## src/rtl/feac_pkg.sv

```systemverilog
package feac_pkg;
  typedef enum logic [1:0] {
    MODE_IDLE = 2'b00,
    MODE_A    = 2'b01,
    MODE_B    = 2'b10,
    MODE_ALT  = 2'b11
  } feac_mode_e;
endpackage

```

## src/rtl/feac_regs.sv

```systemverilog
module feac_regs
  import feac_pkg::*;
#(
  parameter int unsigned PAY_W = 6
) (
  input  logic             clk,
  input  logic             rst_n,
  input  logic             mode_wr,
  input  logic [1:0]       mode_in,
  input  logic             pay_wr,
  input  logic             pay_sel,
  input  logic [PAY_W-1:0] pay_in,
  output feac_mode_e       mode_q,
  output logic [PAY_W-1:0] pay_a,
  output logic [PAY_W-1:0] pay_b
);
  // A payload write lands only while the mode field reads idle
  logic pay_unlocked;
  logic wr_a_ok;
  logic wr_b_ok;

  assign pay_unlocked = (mode_q == MODE_IDLE);
  assign wr_a_ok      = pay_wr && !pay_sel && pay_unlocked;
  assign wr_b_ok      = pay_wr &&  pay_sel && pay_unlocked;

  always_ff @(posedge clk) begin
    if (!rst_n) begin
      mode_q <= MODE_IDLE;
    end else if (mode_wr) begin
      mode_q <= feac_mode_e'(mode_in);
    end
  end

  always_ff @(posedge clk) begin
    if (!rst_n) begin
      pay_a <= '0;
      pay_b <= '0;
    end else begin
      if (wr_a_ok) pay_a <= pay_in;
      if (wr_b_ok) pay_b <= pay_in;
    end
  end

  // with a non-idle mode field, neither payload may move
  assert_pay_locked_R7: assert property (@(posedge clk) disable iff (!rst_n)
    (mode_q != MODE_IDLE) |=> ($stable(pay_a) && $stable(pay_b)));

  // the mode field changes only through an explicit write
  assert_mode_write_only_R1: assert property (@(posedge clk) disable iff (!rst_n)
    !mode_wr |=> $stable(mode_q));
endmodule

```

## src/rtl/feac_seq.sv

```systemverilog
module feac_seq
  import feac_pkg::*;
#(
  parameter int unsigned PAY_W  = 6,
  parameter int unsigned FLAG_W = 8
) (
  input  logic             clk,
  input  logic             rst_n,
  input  logic             bit_en,
  input  feac_mode_e       mode_req,
  input  logic [PAY_W-1:0] pay_a,
  input  logic [PAY_W-1:0] pay_b,
  output logic             ser_out,
  output logic             idle
);
  localparam int unsigned WORD_W = FLAG_W + PAY_W + 2;
  localparam int unsigned CNT_W  = $clog2(WORD_W);
  localparam int unsigned LAST   = WORD_W - 1;

  // Line value at transmit position pos of a word carrying pay
  function automatic logic word_bit(input logic [CNT_W-1:0] pos,
                                    input logic [PAY_W-1:0] pay);
    logic b;
    b = 1'b0;
    if (pos < CNT_W'(FLAG_W)) b = 1'b1;
    for (int i = 0; i < int'(PAY_W); i++) begin
      if (pos == CNT_W'(FLAG_W + 1 + i)) b = pay[i];
    end
    return b;
  endfunction

  logic             running;
  logic [CNT_W-1:0] cnt;
  logic [PAY_W-1:0] cur_word;
  logic             cur_sel;     // 0 = A, 1 = B
  logic             alt_next_b;
  feac_mode_e       cur_mode;

  // Named events for the checks
  logic word_load;
  logic at_last;
  logic step_mid;
  logic nxt_sel;
  logic nxt_alt;

  assign at_last   = (cnt == CNT_W'(LAST));
  assign word_load = bit_en && (!running || at_last);
  assign step_mid  = bit_en && running && !at_last;

  always_comb begin
    nxt_sel = 1'b0;
    nxt_alt = 1'b0;
    case (mode_req)
      MODE_B:   nxt_sel = 1'b1;
      MODE_ALT: begin
        nxt_sel = alt_next_b;
        nxt_alt = !alt_next_b;
      end
      default:  nxt_sel = 1'b0;
    endcase
  end

  always_ff @(posedge clk) begin
    if (!rst_n) begin
      running    <= 1'b0;
      cnt        <= '0;
      cur_word   <= '0;
      cur_sel    <= 1'b0;
      alt_next_b <= 1'b0;
      cur_mode   <= MODE_IDLE;
    end else if (word_load) begin
      cnt      <= '0;
      cur_mode <= mode_req;
      if (mode_req == MODE_IDLE) begin
        running    <= 1'b0;
        alt_next_b <= 1'b0;
      end else begin
        running    <= 1'b1;
        cur_sel    <= nxt_sel;
        alt_next_b <= nxt_alt;
        cur_word   <= nxt_sel ? pay_b : pay_a;
      end
    end else if (step_mid) begin
      cnt <= cnt + 1'b1;
    end
  end

  assign ser_out = running ? word_bit(cnt, cur_word) : 1'b1;
  assign idle    = !running;

  // without a strobe the line holds
  assert_hold_no_strobe_R8: assert property (@(posedge clk) disable iff (!rst_n)
    !bit_en |=> $stable(ser_out));

  // a mid-word strobe moves the position by exactly one
  assert_step_one_R8: assert property (@(posedge clk) disable iff (!rst_n)
    step_mid |=> (cnt == $past(cnt) + 1'b1));

  // the active mode and payload are frozen inside a word
  assert_mode_frozen_R5: assert property (@(posedge clk) disable iff (!rst_n)
    step_mid |=> ($stable(cur_mode) && $stable(cur_word) && $stable(cur_sel)));

  // consecutive alternate-mode words switch payload
  assert_alternate_R4: assert property (@(posedge clk) disable iff (!rst_n)
    (word_load && running && cur_mode == MODE_ALT && mode_req == MODE_ALT)
      |=> (cur_sel != $past(cur_sel)));

  // the status falls only as a word starts and rises only at its end
  assert_idle_edges_R6: assert property (@(posedge clk) disable iff (!rst_n)
    (!idle && !$past(word_load)) |-> !$past(idle));
endmodule

```

## src/rtl/feac_tx.sv

```systemverilog
module feac_tx
  import feac_pkg::*;
#(
  parameter int unsigned PAY_W  = 6,
  parameter int unsigned FLAG_W = 8
) (
  input  logic             clk,
  input  logic             rst_n,
  input  logic             bit_en,
  input  logic             mode_wr,
  input  logic [1:0]       mode_in,
  input  logic             pay_wr,
  input  logic             pay_sel,
  input  logic [PAY_W-1:0] pay_in,
  output logic             ser_out,
  output logic             idle
);
  feac_mode_e       mode_q;
  logic [PAY_W-1:0] pay_a;
  logic [PAY_W-1:0] pay_b;

  feac_regs #(.PAY_W(PAY_W)) u_regs (
    .clk     (clk),
    .rst_n   (rst_n),
    .mode_wr (mode_wr),
    .mode_in (mode_in),
    .pay_wr  (pay_wr),
    .pay_sel (pay_sel),
    .pay_in  (pay_in),
    .mode_q  (mode_q),
    .pay_a   (pay_a),
    .pay_b   (pay_b)
  );

  feac_seq #(.PAY_W(PAY_W), .FLAG_W(FLAG_W)) u_seq (
    .clk      (clk),
    .rst_n    (rst_n),
    .bit_en   (bit_en),
    .mode_req (mode_q),
    .pay_a    (pay_a),
    .pay_b    (pay_b),
    .ser_out  (ser_out),
    .idle     (idle)
  );

  // an idle line always carries a one
  assert_idle_line_high_R6: assert property (@(posedge clk) disable iff (!rst_n)
    idle |-> ser_out);
endmodule

```

## config.mk

```make
export PLATFORM = sky130hd
export DESIGN_NAME = feac_tx
export DESIGN_NICKNAME = d
export VERILOG_FILES = /design/src/rtl/feac_pkg.sv /design/src/rtl/feac_regs.sv /design/src/rtl/feac_seq.sv /design/src/rtl/feac_tx.sv
export SDC_FILE = /design/constraint.sdc
export NUM_CORES = 1
export LEC_CHECK = 0
export ABC_AREA = 1
export ABC_CLOCK_PERIOD_IN_PS = 3000
export BUFFER_PORTS_ARGS = -buffer_cell sky130_fd_sc_hd__buf_2
export CORE_AREA = 5 5 60 62
export DETAILED_ROUTE_END_ITERATION = 7
export DIE_AREA = 0 0 65 67
export PLACE_DENSITY = 0.68
export SLEW_MARGIN = 20
export SYNTH_ARGS = -nofsm -noshare
export SYNTH_HDL_FRONTEND = slang
export SYNTH_SLANG_ARGS = --single-unit
```

## constraint.sdc

```tcl
create_clock -name clk -period 3 [get_ports clk]
set_input_delay 0.15 -clock clk [delete_from_list [all_inputs] [get_ports clk]]
set_output_delay 0.15 -clock clk [all_outputs]
set_load 0.02 [all_outputs]
```

# Yosys cells after proc, flatten, opt, wreduce, memory -nomap -nowiden
# Cells that the tools add are included.
[totals]
output_inout_bits = 2
in_bits = 14
mem_count = 0
rom_bits = 0
mem_bits_rw = 0
reg_bits = 26
latch_bits = 0
wordCells = 48
[classes]
bitwise_logic = 2
reduce_logical = 15
magnitude_cmp = 1
n_eq_ne = 9
div_mod_pow = 0
add_sub_neg = 1
n_shift = 0
mul = 0
muxes = 13
[op_table]
columns = ["op", "n"]
rows = [
  ["equality test 4 bit (second input constant)", 7],
  ["2-to-1 mux 1 bit", 11],
  ["logical AND 1 bit", 7],
  ["2-to-1 mux 6 bit", 1],
  ["adder 4 x 1 -> 4 bit (second input constant)", 1],
  ["equality test 2 bit (second input constant)", 2],
  ["zero test 1 bit", 4],
  ["< comparator 4 bit (second input constant)", 1],
  ["zero test 2 bit", 1],
  ["inverter 1 bit", 2],
  ["one-hot mux 1 bit (2 select lines)", 1],
  ["AND reduction 2 bit", 1],
  ["OR reduction 2 bit", 1],
  ["logical OR 1 bit", 1],
]

# Logic depth before layout (Yosys ltp)
# Gate-level depths: netlist of run 1.
[depth]
depth_word = 9
ltp_mapped = 8
depth_no_buf = 8

# Modules after synthesis
# From an unflattened synthesis of run 1, not the netlist that was laid out.
[hier_totals]
hier_cells = 204
area_unflattened_um2 = 1372.6
[modules_own_cells]
columns = ["mod", "seq_area_each_um2", "instances", "area_each_um2", "cells_each"]
rows = [
  ["feac_seq", 240.2, 1, 759.5, 119],
  ["feac_regs", 280.3, 1, 613.1, 85],
]

# Least setup slack after synthesis of run 1
# OpenSTA, ideal clock, no wires.
[synth_timing]
kind = "register to output"
startpoint = "reg u_seq.cnt[1]"
endpoint = "out ser_out"
n_path_buf = 0
arrival_ns = 1.140
t_required_ns = 2.850
path_slack_ns = 1.710
stages_incl_launch_ff = 9
cell_sequence = "dfxtp_1 > inv_1 > ha_1 > nand2_1 > inv_1 > o21ai_0 > nand2_1 > nand2_1 > nand3_1"
[synth_between]
elab_chain_cells = 9
word_cells_on_any_way = 15
classes_between = "order compare (1); eq/ne (6); mux (8)"
[synth_rtl]
columns = ["item", "line_no", "text"]
rows = [
  ["start: declaration", "feac_seq.sv:33", "logic [CNT_W-1:0] cnt;"],
  ["start signal: assignment", "feac_seq.sv:84", "cnt <= cnt + 1'b1;"],
  ["< comparator 4 bit", "feac_seq.sv:25", "if (pos < CNT_W'(FLAG_W)) b = 1'b1;"],
  ["2-to-1 mux 1 bit", "feac_seq.sv:25", ""],
  ["2-to-1 mux 1 bit (5 in a row)", "feac_seq.sv:27", "if (pos == CNT_W'(FLAG_W + 1 + i)) b = pay[i];"],
  ["2-to-1 mux 1 bit *", "feac_seq.sv:27", ""],
  ["2-to-1 mux 1 bit *", "feac_seq.sv:88", "assign ser_out = running ? word_bit(cnt, cur_word) : 1'b1;"],
  ["end: declaration", "feac_tx.sv:15", "output logic ser_out,"],
]
# Every way passes the cells marked *; elsewhere a longest branch is shown, timed or not.

# Worst setup path in the final report of run 1
[layout_timing]
startpoint = "reg u_seq.cnt[0]"
endpoint = "out ser_out"
# Same word-level chain as after synthesis.

==> flow_metrics.tcl, run 1 <==
set metrics [dict create \
    status "finished, final reports clean" \
    grt_max_degree 24 \
    synth-seq-cells 26 \
    peakVddDrop_mv 0.2506 \
    drcViolationCount 0 \
    diodes 0 \
    ys_warn_count 0 \
    hp-class "input pin to flip-flop" \
    gp_congestion 0.7806 \
    post-cts-setup-buffers 0 \
    clkTransAtPathRegs_ns 0.13 \
    yosys-top-cells-count "nand2_1, nor2_1, dfxtp_1" \
    async_flop_share_pct 0 \
    yosysSeqAreaShare_pct 41.07 \
    maxSlewViolCount 0 \
    dp_hpwl_um 1854 \
    clk_latency_ns 0.32 \
    grt_pass1_wl_um 4319 \
    r2r_cells 7 \
    wl_per_cell_um 10.17 \
    leakage_nw 0.6677 \
    worstSetupStartpointType "flip-flop" \
    period_share_pct 59.75 \
    fp.dieH_um 67 \
    die_width_um 65 \
    relSlewSlack_pct 77.38 \
    cts_max_level 1 \
    postCtsHoldBufs 0 \
    synth_area_leaders "dfxtp_1, nand2_1, nor2_1, o21ai_0, inv_1" \
    drtIter0Drc 58 \
    synth_area_per_cell_um2 6.814 \
    nets 219 \
    ios 16 \
    syn-cell-area_mm2 0.001267 \
    synth_area_leader_cell "dfxtp_1" \
    hp-start "mode_in[0]" \
    arrival_ns 1.64 \
    synth.distinct_cells 18 \
    setup_viol 0 \
    final_layout_size_suffix_gt1_share_pct 12.50 \
    tritoncts "yes" \
    vias 1108 \
    fp.dieArea_mm2 0.004355 \
    rsz0062_at_grt "false" \
    syn_nets 204 \
    finalWirelength_um 2370 \
    maxCapViolations 0 \
    core_mm2 0.002978 \
    track_usage_pct 12.40 \
    stdcell_area_mm2 0.001399 \
    place_inst 229 \
    pre_cts_ws_ns 1.527 \
    tns_ns 0 \
    max_freq_mhz 557.9 \
    min_to "u_regs.mode_q[0]" \
    r2r_slack_ns 1.50 \
    cts_repair_resize_count 0 \
    synth_edf_count 0 \
    placedInstanceArea_mm2 0.001346 \
    antenna_found_initial 0 \
    whs_path_depth 3 \
    rows 20 \
    syn_inst 186 \
    io_buffers 15 \
    tightestPinTransition_ns 0.3393 \
    fin_crit_ns 1.793 \
    post-synth-top-count-cell "nand2_1" \
    start_util_pct 42.56 \
    fin_ws_ns 1.207 \
    gr-total-overflow 0 \
    timing.rr.end "u_seq.cur_word[4]" \
    synth_ff_type "dfxtp_1" \
    synth_top_area_share_pct 41.07 \
    crit_required_ns 2.85 \
    r2r_start "u_seq.cnt[0]" \
    first_pass_iters 4 \
    hold_viol_final 0 \
    numCtsBuffers 3 \
    postRouteAntennaNets 0 \
    numClockSinks 26 \
    endpoint_kind "primary output" \
    clockBufferDepth 2 \
    grt_pass1_vias 1070 \
    whs_ns 0.04720 \
    critical_path_class "flip-flop to primary output" \
    syn2layout_area_growth_pct 10.37 \
    vias_per_cell 4.755 \
    instances_no_fill 233 \
    clk_root_buffer_cell "clkbuf_4" \
    critPathMaxFanout 6 \
    power_per_cell_area_mw_per_mm2 503.8 \
    fin_skew_ns 0.01020 \
]
==> state kept, by name (all words and copies together), names as in the netlist <==
| name | flops |
|---|---|
| u_seq.cnt | 4 |
| u_regs.mode_q | 2 |
| u_regs.pay_a | 6 |
| u_regs.pay_b | 6 |
| u_seq.running | 1 |
| u_seq.cur_word | 6 |
| u_seq.alt_next_b | 1 |
==> cell families after synthesis <==
family | synth area share [%]
AO/OA/AOI/OAI | 9.674
XOR/XNOR | 0.6911
adder cells (fa/ha/maj) | 3.949
buffers and inverters | 9.476
flip-flops | 41.07
AND/OR/NAND/NOR | 35.14
==> layer usage <==
layer  global-route usage (%)  wire length, um  up-vias
met4                    5.541               27        0
met3                    2.024               57        2
met1                    14.81             1188      483
met2                    21.71             1097       12
li1                         -                -      611
met5                        0                0        -
==> power by group <==
group          internal, mW  switching [mW]
logic                0.0321          0.0535
clock network         0.135           0.104
registers             0.366          0.0140
==> cell type report <==
type,count,area (um2)
clock buffer,3,22.52
clock inverter,1,30.03
fill,323,1579
inverter,22,82.58
multi-input combinational,133,626.9
sequential,26,520.5
tap,33,41.29
timing repair buffer,15,75.07
==> critical path, cell delays in order, from the launching register on <==
cell     delay [ns]
dfxtp_1        0.45
inv_1          0.11
ha_1           0.25
o21ai_0        0.18
nand2_1        0.07
nand2_1        0.06
nand3_1        0.06
buf_2          0.16
==> metrics by stage <==
stage / power, mW / utilization, %
floorplan: 0.4513 / -
finish: 0.7047 / 46.97
global placement: 0.4736 / 45.21
detailed placement: 0.4747 / 45.21
CTS: 0.7113 / 46.97
global route: 0.7470 / 46.97
==> cells in the final DEF, fill, tap and decap left out <==
| cell type | count |
|---|---|
| nand2_1 | 43 |
| nor2_1 | 40 |
| dfxtp_1 | 26 |
| inv_1 | 21 |
| o21ai_0 | 17 |
| buf_2 | 15 |
| nand3_1 | 11 |
| a21oi_1 | 6 |
| nand4_1 | 5 |
| ha_1 | 4 |
| nand3_2 | 3 |
| clkbuf_4 | 3 |
| a21o_1 | 1 |
| nor2_4 | 1 |
| inv_2 | 1 |
| nand2_2 | 1 |
| xor2_1 | 1 |
| bufinv_16 | 1 |
==> worst max-delay path by stage <==
| stage | end | cells past startpoint | startpoint | slack (ns) |
|---|---|---|---|---|
| floorplan | ser_out | 8 | u_seq.cnt[1] | 1.71 |
| global placement | ser_out | 9 | u_seq.cnt[1] | 1.58 |
| detailed placement | u_seq.cur_word[2] | 6 | u_seq.cnt[0] | 1.53 |
| CTS | ser_out | 7 | u_seq.cnt[0] | 1.16 |
| global route | ser_out | 9 | u_seq.cnt[1] | 0.95 |
| finish | ser_out | 7 | u_seq.cnt[0] | 1.21 |
Power figures use the tool's default switching activity.
==> run 2: changes to the inputs <==
ABC_AREA = 0   (was 1)
ABC_CLOCK_PERIOD_IN_PS = 1600   (was 3000)
CORE_AREA = 5 5 58 60   (was 5 5 60 62)
DIE_AREA = 0 0 63 65   (was 0 0 65 67)
PLACE_DENSITY = 0.72   (was 0.68)
clock period = 1.6 ns   (was 3 ns; I/O delays follow)
==> run 2 against run 1 <==
Worst hold slack lost 0.035 ns. The run now ends with setup timing left. Non-clock buffer count grew 13. Wire length grew 8.0%. Final cell count shrank 17%. Highest routed layer unchanged. Combinational power rose by 89%. Critical path type is now flip-flop to flip-flop. Critical path depth unchanged. Flip-flop and latch count stayed put. Via count down 11%. Core utilization increased by 5.3 points. Count of clock-buffer cells in the layout stayed put. Largest cell class unchanged.
==> flow_metrics.tcl, run 2 <==
set metrics [dict create \
    status "complete, but fails checks" \
    violations "setup timing" \
    synth_area_leaders "dfxtp_1, mux2i_1, nor2_1, ha_1, nand3_1" \
    clk_latency_ns 0.31 \
    fin_ws_ns -0.02756 \
    ios 16 \
    syn2layout_area_growth_pct 24.15 \
    io_buffers 15 \
    final_common_cell "nor2_1" \
    synth_compound_area_share_pct 10.01 \
    first_pass_iters 4 \
    syn_nets 153 \
    wl_per_cell_um 13.26 \
    ys_warn_count 0 \
    yosys-top-cells-count "nor2_1, dfxtp_1, mux2i_1" \
    setup_viol 2 \
    leakage_nw 0.5635 \
    die_width_um 63 \
    core_mm2 0.002878 \
    fin_skew_ns 0.004556 \
    grt_pass1_wl_um 4326 \
    whs_ns 0.01193 \
    tns_ns -0.03874 \
    max_stage_delay_ns 0.36 \
    synth_area_per_cell_um2 8.981 \
    clk_root_buffer_cell "clkbuf_4" \
    crit_chain "buf_4, ha_2, nand3_2, a21oi_2, buf_12, nor2_1, a311oi_1" \
    fp.dieArea_mm2 0.004095 \
    synth_top_family_by_area "simple AND/OR/NAND/NOR gates" \
    peakVddDrop_mv 0.7357 \
    gp_congestion 0.8531 \
    synthSimpleGateAreaFrac_pct 22.50 \
    fill_cells 256 \
    gr-total-overflow 0 \
    numClockSinks 26 \
    top_regs "u_regs.pay_a x6, u_regs.pay_b x6, u_seq.cur_word x6" \
    drtIter0Drc 57 \
    endpoint_kind "flip-flop" \
    vias_per_cell 5.104 \
    async_flop_share_pct 0 \
    start_util_pct 42.13 \
    final_layout_size_suffix_gt1_share_pct 25.62 \
    syn_inst 135 \
    synth_edf_count 0 \
    critical_path_class "flip-flop to flip-flop" \
    syn-cell-area_mm2 0.001212 \
    hp-class "input pin to flip-flop" \
    period_share_pct 101.7 \
    post-synth-top-count-cell "nor2_1" \
    nets 179 \
    synth_mux_area_share_pct 14.96 \
    synth_xor_area_share_pct 0 \
    r2r_slack_ns -0.03 \
    relSlewSlack_pct 72.98 \
    synth_top_area_share_pct 42.93 \
    grt_max_degree 16 \
    cp_top_family "compound AO/OA/AOI/OAI gates" \
    yosysSeqAreaShare_pct 42.93 \
    postRouteAntennaNets 0 \
    synth_ff_type "dfxtp_1" \
    layout_common_cells "nor2_1, dfxtp_1, mux2i_1" \
    maxCapViolations 0 \
    power_per_cell_area_mw_per_mm2 862.8 \
    track_usage_pct 12.98 \
    synth_fa_ha_area_share_pct 4.128 \
    grt_pass1_vias 1019 \
    pre_cts_ws_ns 0.0004827 \
    worstSetupStartpointType "flip-flop" \
    clockBufferDepth 2 \
    cts_max_level 1 \
    drcViolationCount 0 \
    tritoncts "yes" \
    synth-seq-cells 26 \
    synth.distinct_cells 25 \
    fp.dieH_um 65 \
    dp_hpwl_um 1840 \
    hold_viol_final 0 \
    clkTransAtPathRegs_ns 0.13 \
    cpMaxStageDelayCell "dfxtp_2" \
    maxSlewViolCount 0 \
    max_freq_mhz 614.4 \
    vias 985 \
    antenna_found_initial 0 \
    diodes 0 \
    numCtsBuffers 3 \
    cp_num_buf_inv 2 \
    rows 20 \
    critPathMaxFanout 13 \
    rsz0062_at_grt "true" \
    arrival_ns 1.85 \
    fin_crit_ns 1.628 \
    finalWirelength_um 2560 \
    tightestPinTransition_ns 0.4048 \
    synth_area_leader_cell "dfxtp_1" \
    crit_required_ns 1.82 \
]
run 2: cell types whose count changed in the layout (fill, tap and decap cells not counted), moves of 5 or more:
| cell | change |
|---|---|
| mux2i_1 | +17 |
| nor2_1 | -12 |
| dlygate4sd3_1 | +6 |
| buf_4 | +7 |
| inv_1 | -17 |
| nand2_1 | -33 |
| a311oi_1 | +5 |
| o21ai_0 | -14 |
run 2: cell type report:
type | instances | area, um2 | share of cell area [%]
Inverter | 6 | 22.52 | 1.496
Timing Repair Buffer | 28 | 202.7 | 13.47
Tap cell | 33 | 41.29 | 2.743
Multi-Input combinational cell | 96 | 660.6 | 43.89
Clock buffer | 3 | 22.52 | 1.496
Clock inverter | 1 | 30.03 | 1.995
Sequential cell | 26 | 525.5 | 34.91
run 2: final timing paths:
kind / from / to / depth (start not counted)
setup reg to reg: u_seq.cnt[0] / u_seq.cur_word[3] / 7
hold reg to reg: u_regs.pay_a[1] / u_seq.cur_word[1] / 2
hold / removal: pay_in[1] / u_regs.pay_b[1] / 3
setup / recovery: u_seq.cnt[0] / u_seq.cur_word[3] / 7
run 2: power breakdown:
| part | switching (mW) | internal, mW | leakage, nW |
|---|---|---|---|
| Clock | 0.182 | 0.253 | 0.0279 |
| Combinational | 0.0797 | 0.0827 | 0.322 |
| Sequential | 0.0243 | 0.676 | 0.213 |
run 2: through the flow:
stage	instance area [um2]	total power [mW]	utilization, %	std cells
2_1_floorplan	1212	0.8129	-	135
4_1_cts	1460	1.307	50.74	189
5_1_grt	1505	1.368	52.30	193
3_3_place_gp	1335	0.8571	46.39	181
3_5_place_dp	1335	0.8642	46.39	181
6_report	1505	1.299	52.30	193
run 2: logic make-up (layout without fill, tap and decap cells):
logic type / count (synthesis) / in the layout
simple gates: 56 / 56
flops: 26 / 26
compound gates: 18 / 18
mux: 18 / 18
buf+inv: 13 / 38
fa+ha+maj: 4 / 4
run 2: metal layers:
layer	vias to the layer above	GRT usage (%)	wire length, um
li1	515	-	-
met4	0	6.366	20
met1	453	14.62	1143
met3	4	2.426	70
met2	13	23.21	1326
met5	-	0	0
run 2: worst min-delay path, stage by stage:
cell and delay [ns]:
buf_2 0.09, mux2i_1 0.06, nor2_1 0.07
run 2: repair_timing:
item	in CTS	in global routing
gates resized for setup	12	2
hold buffers	3	3
pin swaps	3	2
buffers inserted	1	1
endpoints found under the setup margin	2	7
hold endpoints to repair	3	4
